`config.mk`:
```
export PLATFORM = sky130hd
export DESIGN_NAME = status_window
export DESIGN_NICKNAME = d
export VERILOG_FILES = /design/src/rtl/srw_pkg.sv /design/src/rtl/srw_decode.sv /design/src/rtl/srw_pointer.sv /design/src/rtl/srw_select.sv /design/src/rtl/status_window.sv
export SDC_FILE = /design/constraint.sdc
export NUM_CORES = 1
export LEC_CHECK = 0
export BUFFER_PORTS_ARGS = -buffer_cell sky130_fd_sc_hd__buf_2
export CORE_AREA = 5 5 168 170
export CTS_CLUSTER_SIZE = 14
export DETAILED_ROUTE_END_ITERATION = 10
export DIE_AREA = 0 0 173 175
export PLACE_DENSITY = 0.54
export SETUP_SLACK_MARGIN = 0.05
export SYNTH_ARGS = -nofsm -noshare
export SYNTH_HDL_FRONTEND = slang
export SYNTH_HIERARCHICAL = 1
export SYNTH_SLANG_ARGS = --single-unit
```
`constraint.sdc`:
```
create_clock -name clk -period 2.45 [get_ports clk]
set_input_delay 0.49 -clock clk [delete_from_list [all_inputs] [get_ports clk]]
set_output_delay 0.49 -clock clk [all_outputs]
set_load 0.02 [all_outputs]
```
`src/rtl/srw_pkg.sv`:
```
package srw_pkg;
  localparam int DEF_ENTRIES  = 53;
  localparam int DEF_DATA_W   = 8;
  localparam int DEF_ADDR_W   = 4;
  localparam int DEF_WIN_ADDR = 15;
endpackage

```
`src/rtl/srw_decode.sv`:
```
module srw_decode #(
  parameter int ADDR_W   = srw_pkg::DEF_ADDR_W,
  parameter int WIN_ADDR = srw_pkg::DEF_WIN_ADDR
) (
  input  logic              cs_n,
  input  logic              rd_en,
  input  logic              wr_en,
  input  logic [ADDR_W-1:0] addr,
  output logic              hit,
  output logic              restart
);
  localparam logic [ADDR_W-1:0] WIN = ADDR_W'(WIN_ADDR);

  // a write strobe turns the cycle into an ignored write
  assign hit     = !cs_n && rd_en && !wr_en && (addr == WIN);
  assign restart = cs_n;
endmodule

```
`src/rtl/srw_pointer.sv`:
```
module srw_pointer #(
  parameter int ENTRIES = srw_pkg::DEF_ENTRIES,
  parameter int PTR_W   = $clog2(ENTRIES + 1)
) (
  input  logic             clk,
  input  logic             rst_n,
  input  logic             restart,
  input  logic             step,
  output logic [PTR_W-1:0] ptr
);
  // value ENTRIES marks "bank exhausted"
  localparam logic [PTR_W-1:0] LIMIT = PTR_W'(ENTRIES);

  always_ff @(posedge clk or negedge rst_n) begin
    if (!rst_n)
      ptr <= '0;
    else if (restart)
      ptr <= '0;
    else if (step && ptr != LIMIT)
      ptr <= ptr + 1'b1;
  end
endmodule

```
`src/rtl/srw_select.sv`:
```
module srw_select #(
  parameter int ENTRIES = srw_pkg::DEF_ENTRIES,
  parameter int DATA_W  = srw_pkg::DEF_DATA_W,
  parameter int PTR_W   = $clog2(ENTRIES + 1)
) (
  input  logic [ENTRIES*DATA_W-1:0] status,
  input  logic [PTR_W-1:0]          idx,
  output logic [DATA_W-1:0]         word
);
  logic [DATA_W-1:0] words [ENTRIES];

  for (genvar g = 0; g < ENTRIES; g++) begin : g_unpack
    assign words[g] = status[g*DATA_W +: DATA_W];
  end

  always_comb begin
    word = '0;
    for (int i = 0; i < ENTRIES; i++)
      if (idx == PTR_W'(i)) word = words[i];
  end
endmodule

```
`src/rtl/status_window.sv`:
```
module status_window #(
  parameter int ENTRIES  = srw_pkg::DEF_ENTRIES,
  parameter int DATA_W   = srw_pkg::DEF_DATA_W,
  parameter int ADDR_W   = srw_pkg::DEF_ADDR_W,
  parameter int WIN_ADDR = srw_pkg::DEF_WIN_ADDR
) (
  input  logic                      clk,
  input  logic                      rst_n,
  input  logic                      cs_n,
  input  logic                      rd_en,
  input  logic                      wr_en,
  input  logic [ADDR_W-1:0]         addr,
  input  logic [ENTRIES*DATA_W-1:0] status,
  output logic [DATA_W-1:0]         rd_data
);
  localparam int PTR_W = $clog2(ENTRIES + 1);

  logic              hit;
  logic              restart;
  logic [PTR_W-1:0]  cur_ptr;
  logic [DATA_W-1:0] sel_word;

  srw_decode #(.ADDR_W(ADDR_W), .WIN_ADDR(WIN_ADDR)) u_decode (
    .cs_n(cs_n), .rd_en(rd_en), .wr_en(wr_en), .addr(addr),
    .hit(hit), .restart(restart)
  );

  srw_pointer #(.ENTRIES(ENTRIES), .PTR_W(PTR_W)) u_pointer (
    .clk(clk), .rst_n(rst_n), .restart(restart), .step(hit), .ptr(cur_ptr)
  );

  srw_select #(.ENTRIES(ENTRIES), .DATA_W(DATA_W), .PTR_W(PTR_W)) u_select (
    .status(status), .idx(cur_ptr), .word(sel_word)
  );

  always_ff @(posedge clk or negedge rst_n) begin
    if (!rst_n)
      rd_data <= '0;
    else
      rd_data <= hit ? sel_word : '0;
  end
endmodule

```
==> flow_metrics.tcl, run 1 <==
set metrics [dict create \
    synth_edf_count 0 \
    drt_pre_antenna_iters 5 \
    layout-drive-gt1-share 0.521 \
    pwr-share-comb 0.538 \
    first_global_vias 10580 \
    relSlewSlack 0.565 \
    ios 441 \
    dpl.hpwl_um 38700 \
    p_int_uw 861 \
    drc 0 \
    cts.clk_slew.worst_paths_ns 0.05 \
    async_reset_ff_frac 1.00 \
    drv_cap 0 \
    rsz0062_at_grt "true" \
    fill_cells 2922 \
    power.leakage_uw 0.00488 \
    timing.final.crit_period_ns 2.61 \
    path_buf_inv 1 \
    clkSinkCount 14 \
    whs_ns 0.151 \
    grt_usage 0.281 \
    rows 60 \
    synth_common_cells "101 x a21oi_1, 97 x o21ai_0, 89 x nand2_1" \
    grt_max_degree 34 \
    crit_path_max_incr_delay_ns 0.52 \
    wl_per_cell_um 24.7 \
    power_density_nw_per_um2 119 \
    syn_to_final_growth_pct 73.5 \
    synth_most_common_cell "a21oi_1" \
    setup_viol 8 \
    wl_met3_um 4430 \
    critPathTopFamily "compound AO/OA/AOI/OAI gates" \
    ir_worst_vdd_mv 0.236 \
    dr_total_vias 10378 \
    seq_area_frac_synth 0.0564 \
    port_buffers 440 \
    gp_congestion 0.966 \
    cts.htree.levels 1 \
    cts-root-buf "clkbuf_16" \
    timing.final.crit_share 1.06 \
    insertion_delay_ns 0.25 \
    antenna_found_initial 9 \
    hold_viol 0 \
    post_drt_via_cell_ratio 5.59 \
    rrSetupSlack_ns -0.16 \
    fmax_mhz 384 \
    pwr-share-seq 0.183 \
    fin_tns_setup_ns -0.651 \
    clockBufferDepth 2 \
    multiInputGateArea_sq_um 5580 \
    wl_um 45900 \
    yosys_warnings 6 \
    die_y_um 175 \
    endpoint_kind "flop" \
    fin_nets 1946 \
    ctsHoldBuffers 0 \
    top_layer_used "met5" \
    pwr-share-clk 0.279 \
    grt_overflow 0 \
    grt_pass1_wl_um 65600 \
    path_max_fanout 18 \
    ys.flop_type "dfrtp_1" \
    cp.required_ns 2.59 \
    path_cells "buf_12 > mux4_2 > a211oi_1 > o221ai_2 > a31oi_4 > a2111oi_2 > o31a_1 > and2_1" \
    finClkSkew_ns 0.00534 \
    worst_pin_slew_ns 0.646 \
    numCtsBuffers 3 \
    start_kind "flop" \
    hp-class "in2async" \
    drtIter0Drc 1047 \
    syn_nets 1364 \
    syn_area_per_cell_sq_um 6.69 \
    critical_path_class "reg2reg" \
    initial_core_util 0.234 \
    p_sw_uw 422 \
    seqCellArea_sq_um 362 \
    wl_met2_um 20800 \
    setup_slack_ns -0.157 \
    synth_top_cell_by_area "a21oi_1" \
    design.core.area_sq_um 26600 \
    die_area_sq_um 30300 \
    cts_tree "built" \
    synth_cell_type_count 83 \
    postRouteAntennaNets 0 \
    syn_inst 929 \
    drt-met1-wl_um 19400 \
    synthesis.area_sq_um 6210 \
    slew_violations 0 \
    switching_share 0.329 \
    chipWidth_um 173 \
    violations "negative setup slack" \
    synth_top_area_share 0.0814 \
    critPathArrivalTime_ns 2.74 \
    status "finished, violations left" \
    slowest_stage "mux4_2" \
    synth_area_leaders "a21oi_1 8.1%, o21ai_0 7.8%, mux2i_1 7.7%" \
    yosys_register_bits 14 \
]
-- placed cells by master (no fill, tap or decap), types with 9 or more instances in the layout --
master	Yosys	routed
a211oi_1	13	10
nand2_1	89	88
mux2_2	18	18
o21ai_0	97	87
nor3_1	25	24
o22ai_1	32	32
nor2b_1	15	14
nand3_1	28	28
and2_1	12	12
dfrtp_1	14	9
a22oi_1	14	13
buf_2	49	441
buf_6	4	15
a21o_1	9	9
a21oi_1	101	97
nor2_1	72	70
o221ai_1	12	11
o211ai_1	15	15
mux4_2	13	13
o21ai_1	0	10
buf_12	0	13
mux2i_1	48	48
a31oi_1	26	23
buf_4	14	217
-- what timing repair did --
item                       CTS  global route
hold endpoints to repair     0             0
resized for setup           57            31
setup endpoints to repair    8             8
pin swaps                   15            11
setup buffers                9             3
-- state kept, by name, indices dropped and copies added (netlist names) --
register	flops
u_pointer/ptr	6
rd_data	8
-- kinds of logic after synthesis --
family,share of synthesized area
XOR/XNOR,0.00141
AND/OR/NAND/NOR,0.265
AO/OA/AOI/OAI,0.422
multiplexers,0.157
flip-flops,0.0564
adder cells (fa/ha/maj),0.00403
buffers and inverters,0.0941
-- metrics by stage --
| stage | setup WS (ns) | util | power [uW] | instance area, sq um | std cells |
|---|---|---|---|---|---|
| 6_report | -0.157 | 0.405 | 1280 | 10800 | 1858 |
| 3_5_place_dp | -0.327 | 0.385 | 912 | 10200 | 1835 |
| 4_1_cts | -0.112 | 0.399 | 1280 | 10600 | 1848 |
| 2_1_floorplan | 0.0420 | - | 424 | 6210 | 929 |
| 3_3_place_gp | -0.359 | 0.385 | 914 | 10200 | 1835 |
| 5_1_grt | -0.203 | 0.405 | 1350 | 10800 | 1856 |
-- metal layers --
metal  vias to the layer above  GRT usage
met5                         -          0
met4                         6     0.0712
met3                        98     0.0643
met2                       593      0.450
met1                      4880      0.382
li1                       4801          -
-- power groups by stage --
stage | clock, uW | combinational (uW) | sequential, uW
detailed placement | 0 | 674 | 238
CTS | 359 | 684 | 234
floorplan | 0 | 187 | 237
global placement | 0 | 676 | 238
finish | 358 | 690 | 234
global route | 367 | 746 | 234
-- area by class of cell --
| class | count | area share |
|---|---|---|
| multi-input cells | 798 | 0.518 |
| repair buffers | 686 | 0.396 |
| well taps | 341 | 0.0396 |
| flip-flops and latches | 14 | 0.0336 |
| clock buffers | 4 | 0.00825 |
| inverters | 8 | 0.00279 |
| diodes | 7 | 0.00163 |
-- worst register-to-register path: cells and delay by family, from the launching register on --
kind | cells | cell delay, ns
AO/OA/AOI/OAI | 5 | 1.12
multiplexers | 1 | 0.54
flip-flops | 1 | 0.49
buffers and inverters | 1 | 0.19
AND/OR/NAND/NOR | 1 | 0.15
-- path summary, 6_finish.rpt --
kind,from,end,cells past startpoint
worst max register to register,u_pointer/ptr[0],rd_data[3],8
min in group clk,cs_n,u_pointer/ptr[4],2
worst min register to register,u_pointer/ptr[3],u_pointer/ptr[3],4
worst max-delay path,u_pointer/ptr[0],rd_data[3],8
max in group asynchronous,rst_n,u_pointer/ptr[1],1
worst min-delay path,rst_n,rd_data[2],1
Note: power is estimated with default switching activity, not from simulation.
==> run 2, diff against run 1 <==
--- a/config.mk
+++ b/config.mk
@@ -6,11 +6,12 @@
 export NUM_CORES = 1
 export LEC_CHECK = 0
 export BUFFER_PORTS_ARGS = -buffer_cell sky130_fd_sc_hd__buf_2
-export CORE_AREA = 5 5 168 170
+export CORE_AREA = 5 5 166 168
+export CTS_BUF_LIST = sky130_fd_sc_hd__clkbuf_8
 export CTS_CLUSTER_SIZE = 14
 export DETAILED_ROUTE_END_ITERATION = 10
-export DIE_AREA = 0 0 173 175
-export PLACE_DENSITY = 0.54
+export DIE_AREA = 0 0 171 173
+export PLACE_DENSITY = 0.55
 export SETUP_SLACK_MARGIN = 0.05
 export SYNTH_ARGS = -nofsm -noshare
 export SYNTH_HDL_FRONTEND = slang
==> flow_metrics.tcl, run 2 (synthesis results as in run 1) <==
set metrics [dict create \
    cts_tree "built" \
    rsz0062_at_grt "true" \
    cts.htree.levels 1 \
    fin_nets 1926 \
    status "finished, violations left" \
    port_buffers 440 \
    place_inst 1801 \
    drv_cap 0 \
    reg2reg_to "rd_data[6]" \
    cp.required_ns 2.60 \
    antenna_found_initial 6 \
    grt_pass1_wl_um 63900 \
    gp_congestion 1.03 \
    violations "negative setup slack" \
    worst_pin_slew_ns 0.484 \
    clockBufferDepth 2 \
    whs_ns 0.154 \
    fmax_mhz 386 \
    final_cell_count_no_fill 1829 \
    setup_viol 8 \
    path_max_fanout 7 \
    postRouteAntennaNets 0 \
    start_kind "flop" \
    insertion_delay_ns 0.25 \
    regMostFlops "rd_data" \
    fin_util 0.416 \
    layout_common_cells "440 x buf_2, 190 x buf_4, 97 x a21oi_1" \
    critPathArrivalTime_ns 2.74 \
    crit_path_max_incr_delay_ns 0.54 \
    ctsHoldBuffers 0 \
    first_global_vias 10312 \
    finClkSkew_ns 0.00169 \
    power.leakage_uw 0.00482 \
    cts.clk_slew.worst_paths_ns 0.07 \
    path_cells "buf_12 > or4b_4 > buf_6 > o311ai_4 > o211ai_1 > a32o_2 > a31o_4 > o221a_1 > and2_1" \
    endpoint_kind "flop" \
    layout_commonest_cell "buf_2" \
    timing.final.crit_period_ns 2.59 \
    die_y_um 173 \
    largest_reg_flops 8 \
    numCtsBuffers 3 \
    grt_overflow 0 \
    post_drt_via_cell_ratio 5.68 \
    ios 441 \
    setup_slack_ns -0.143 \
    r2r_start "u_pointer/ptr[2]" \
    fin_tns_setup_ns -0.720 \
    cts-root-buf "clkbuf_8" \
    syn_to_final_growth_pct 72.6 \
    ir_worst_vdd_mv 0.124 \
    dpl.hpwl_um 37600 \
    rrSetupSlack_ns -0.14 \
    hold_viol 0 \
    design.core.area_sq_um 25800 \
    die_area_sq_um 29600 \
    timing.final.crit_share 1.06 \
    power_density_nw_per_um2 106 \
    slew_violations 0 \
    drc 0 \
    slowest_stage "or4b_4" \
    initial_core_util 0.241 \
    hp-class "in2async" \
    reg_top3 "rd_data: 8 flops, u_pointer/ptr: 6 flops" \
    rows 59 \
    chipWidth_um 171 \
    grt_max_degree 40 \
    grt_usage 0.280 \
    wl_per_cell_um 24.5 \
    clkSinkCount 14 \
    critical_path_class "reg2reg" \
    wl_um 44800 \
    drtIter0Drc 1173 \
    relSlewSlack 0.669 \
    drt_pre_antenna_iters 5 \
    crit_start "u_pointer/ptr[2]" \
    path_buf_inv 2 \
    critPathTopFamily "compound AO/OA/AOI/OAI gates" \
    place_ws_ns -0.444 \
    dr_total_vias 10382 \
    layout-drive-gt1-share 0.527 \
    r2r_cells 9 \
]
[run 2: changes by cell type in the layout (fill, tap and decap cells not counted), moves of 4 or more]
cell,change
nor2_1,-4
buf_4,-27
o22ai_1,-4
o22ai_2,+4
buf_12,+5
o21ai_0,-4
o21ai_1,+4
nor3_2,+4
[run 2: how the worst max path moves through the flow]
stage / endpoint / slack (ns) / cells past startpoint
after global routing: rd_data[6] / -0.25 / 10
final: rd_data[6] / -0.14 / 9
after CTS: rd_data[6] / -0.17 / 9
after detailed placement: rd_data[3] / -0.44 / 9
after global placement: rd_data[3] / -0.37 / 9
after floorplan: rd_data[3] / 0.04 / 8
[run 2: timing repair]
item,in CTS,in global routing
pin swaps,14,21
setup endpoints to repair,8,8
buffers inserted,7,13
gates resized for setup,37,74
[run 2: power breakdown]
group	switching (uW)	leakage, uW	internal, uW
clock network	94.9	0.0000269	111
logic	316	0.00460	386
registers	1.18	0.000188	232
total	412	0.00482	729
[run 2: layout make-up]
class / count / area [sq um]
antenna: 4 / 10.0
inverter: 8 / 32.5
fill: 2760 / 15000
clock inverter: 1 / 3.75
clock buffer: 3 / 41.3
sequential: 14 / 360
multi-input combinational: 798 / 5650
tap: 335 / 419
timing repair buffer: 666 / 4200
[run 2: per-stage QoR]
stage	total power [uW]	instance area [sq um]
finish	1140	10700
global route	1210	10700
CTS	1130	10300
detailed placement	911	10100
global placement	912	10100
floorplan	424	6210
[run 2: metal layers]
metal / vias to the layer above / wire length [um] / GRT usage
met5: - / 27 / 0
met4: 4 / 804 / 0.0594
met3: 74 / 4220 / 0.0539
met2: 637 / 20200 / 0.436
met1: 4920 / 19600 / 0.402
li1: 4747 / - / -
==> run 3, diff against run 2 <==
--- a/config.mk
+++ b/config.mk
@@ -11,7 +11,7 @@
 export CTS_CLUSTER_SIZE = 14
 export DETAILED_ROUTE_END_ITERATION = 10
 export DIE_AREA = 0 0 171 173
-export PLACE_DENSITY = 0.55
+export PLACE_DENSITY = 0.58
 export SETUP_SLACK_MARGIN = 0.05
 export SYNTH_ARGS = -nofsm -noshare
 export SYNTH_HDL_FRONTEND = slang
==> flow_metrics.tcl, run 3 (synthesis results as in run 1) <==
set metrics [dict create \
    cp.required_ns 2.60 \
    drc 0 \
    path_cells "buf_4 > nor2_2 > nand4_1 > o21ai_0 > a211oi_1 > o21ai_0 > o22ai_1 > buf_4 > a211o_1 > and2_1" \
    timing.final.crit_share 1.06 \
    clkSinkCount 14 \
    syn_to_final_growth_pct 74.9 \
    critPathTopFamily "compound AO/OA/AOI/OAI gates" \
    ios 441 \
    initial_core_util 0.241 \
    path_buf_inv 2 \
    drtIter0Drc 1144 \
    crit_path_max_incr_delay_ns 0.56 \
    port_buffers 440 \
    postRouteAntennaNets 0 \
    r2r_start "u_pointer/ptr[0]" \
    finClkSkew_ns 0.00158 \
    fin_nets 1929 \
    regMostFlops "rd_data" \
    grt_pass1_wl_um 64800 \
    power.leakage_uw 0.00489 \
    die_area_sq_um 29600 \
    seqCellArea_sq_um 360 \
    grt_max_degree 34 \
    wl_per_cell_um 24.7 \
    critPathArrivalTime_ns 2.76 \
    rrSetupSlack_ns -0.15 \
    reg_top3 "rd_data: 8 flops, u_pointer/ptr: 6 flops" \
    rsz0062_at_grt "true" \
    slew_violations 0 \
    relSlewSlack 0.622 \
    drt_pre_antenna_iters 6 \
    dr_total_vias 10348 \
    final_cell_count_no_fill 1832 \
    worst_pin_slew_ns 0.566 \
    dpl.hpwl_um 37300 \
    timing.final.crit_period_ns 2.60 \
    setup_viol 8 \
    cts.htree.levels 1 \
    endpoint_kind "flop" \
    crit_start "u_pointer/ptr[0]" \
    layout-drive-gt1-share 0.529 \
    design.core.area_sq_um 25800 \
    place_ws_ns -0.448 \
    layout_common_cells "440 x buf_2, 188 x buf_4, 94 x a21oi_1" \
    fmax_mhz 384 \
    grt_overflow 0 \
    reg2reg_to "rd_data[2]" \
    start_kind "flop" \
    rows 59 \
    cts-root-buf "clkbuf_8" \
    first_global_vias 10478 \
    place_inst 1799 \
    gp_congestion 0.937 \
    die_y_um 173 \
    grt_usage 0.284 \
    multiInputGateArea_sq_um 5700 \
    hp-class "in2async" \
    status "finished, violations left" \
    path_max_fanout 6 \
    hold_viol 0 \
    critical_path_class "reg2reg" \
    r2r_cells 10 \
    setup_slack_ns -0.153 \
    antenna_found_initial 4 \
    whs_ns 0.169 \
    insertion_delay_ns 0.26 \
    cts.clk_slew.worst_paths_ns 0.07 \
    power_density_nw_per_um2 110 \
    chipWidth_um 171 \
    post_drt_via_cell_ratio 5.65 \
    violations "negative setup slack" \
    cts_tree "built" \
    layout_commonest_cell "buf_2" \
    ir_worst_vdd_mv 0.120 \
    drv_cap 0 \
    clockBufferDepth 2 \
    largest_reg_flops 8 \
    slowest_stage "dfrtp_4" \
    fill_cells 2764 \
    wl_um 45300 \
    numCtsBuffers 3 \
]
==> run 3: changes by cell type in the layout (fill, tap and decap cells not counted), moves of 3 or more <==
cell and change:
o21ai_0 +5, o21ai_1 -5, buf_12 +4, a21oi_1 -3
a21oi_2 +3, nor3_1 +3, nor3_2 -3
==> run 3: area by class of cell <==
cell class	count	area share
multi-input cells	799	0.525
inverters	8	0.00322
diodes	4	0.000921
repair buffers	668	0.394
well taps	335	0.0386
flip-flops and latches	14	0.0332
clock buffers	4	0.00507
==> run 3: metrics by stage <==
stage,power (uW),util,area [sq um],TNS [ns]
after floorplan,424,-,6210,0
after global placement,914,0.391,10100,-1.68
after detailed placement,910,0.391,10100,-1.74
after CTS,1190,0.410,10600,-0.653
after global routing,1260,0.422,10900,-1.40
final,1190,0.422,10900,-0.758
==> run 3: how the worst max path moves through the flow <==
stage	endpoint	cells past startpoint
after floorplan	rd_data[3]	8
after global placement	rd_data[3]	10
after detailed placement	rd_data[3]	10
after CTS	rd_data[3]	8
after global routing	rd_data[6]	10
final	rd_data[2]	10
==> run 3: what timing repair did <==
action / in CTS / in global routing
gates cloned: 2 / 0
endpoints found under the hold margin: 0 / 0
gates resized for setup: 66 / 50
setup endpoints to repair: 8 / 8
buffers inserted: 17 / 7
hold buffers: 0 / 0
pin swaps: 18 / 14
==> run 3: report_power, final <==
part           switching (uW)  total [uW]  internal (uW)
sequential               1.37         233            232
clock                     110         252            143
combinational             319         705            386
==> run 3: metal layers <==
layer / vias to the layer above / wire [um] / GRT usage
li1: 4761 / - / -
met1: 4870 / 19700 / 0.407
met2: 648 / 20500 / 0.451
met3: 69 / 4220 / 0.0511
met4: 0 / 855 / 0.0449
met5: - / 0 / 0
==> run 3: worst register-to-register path, cell delays in order (launching register included) <==
cell and delay [ns]:
dfrtp_4 0.56, buf_4 0.20, nor2_2 0.29, nand4_1 0.35, o21ai_0 0.24, a211oi_1 0.11
o21ai_0 0.09, o22ai_1 0.11, buf_4 0.15, a211o_1 0.25, and2_1 0.15
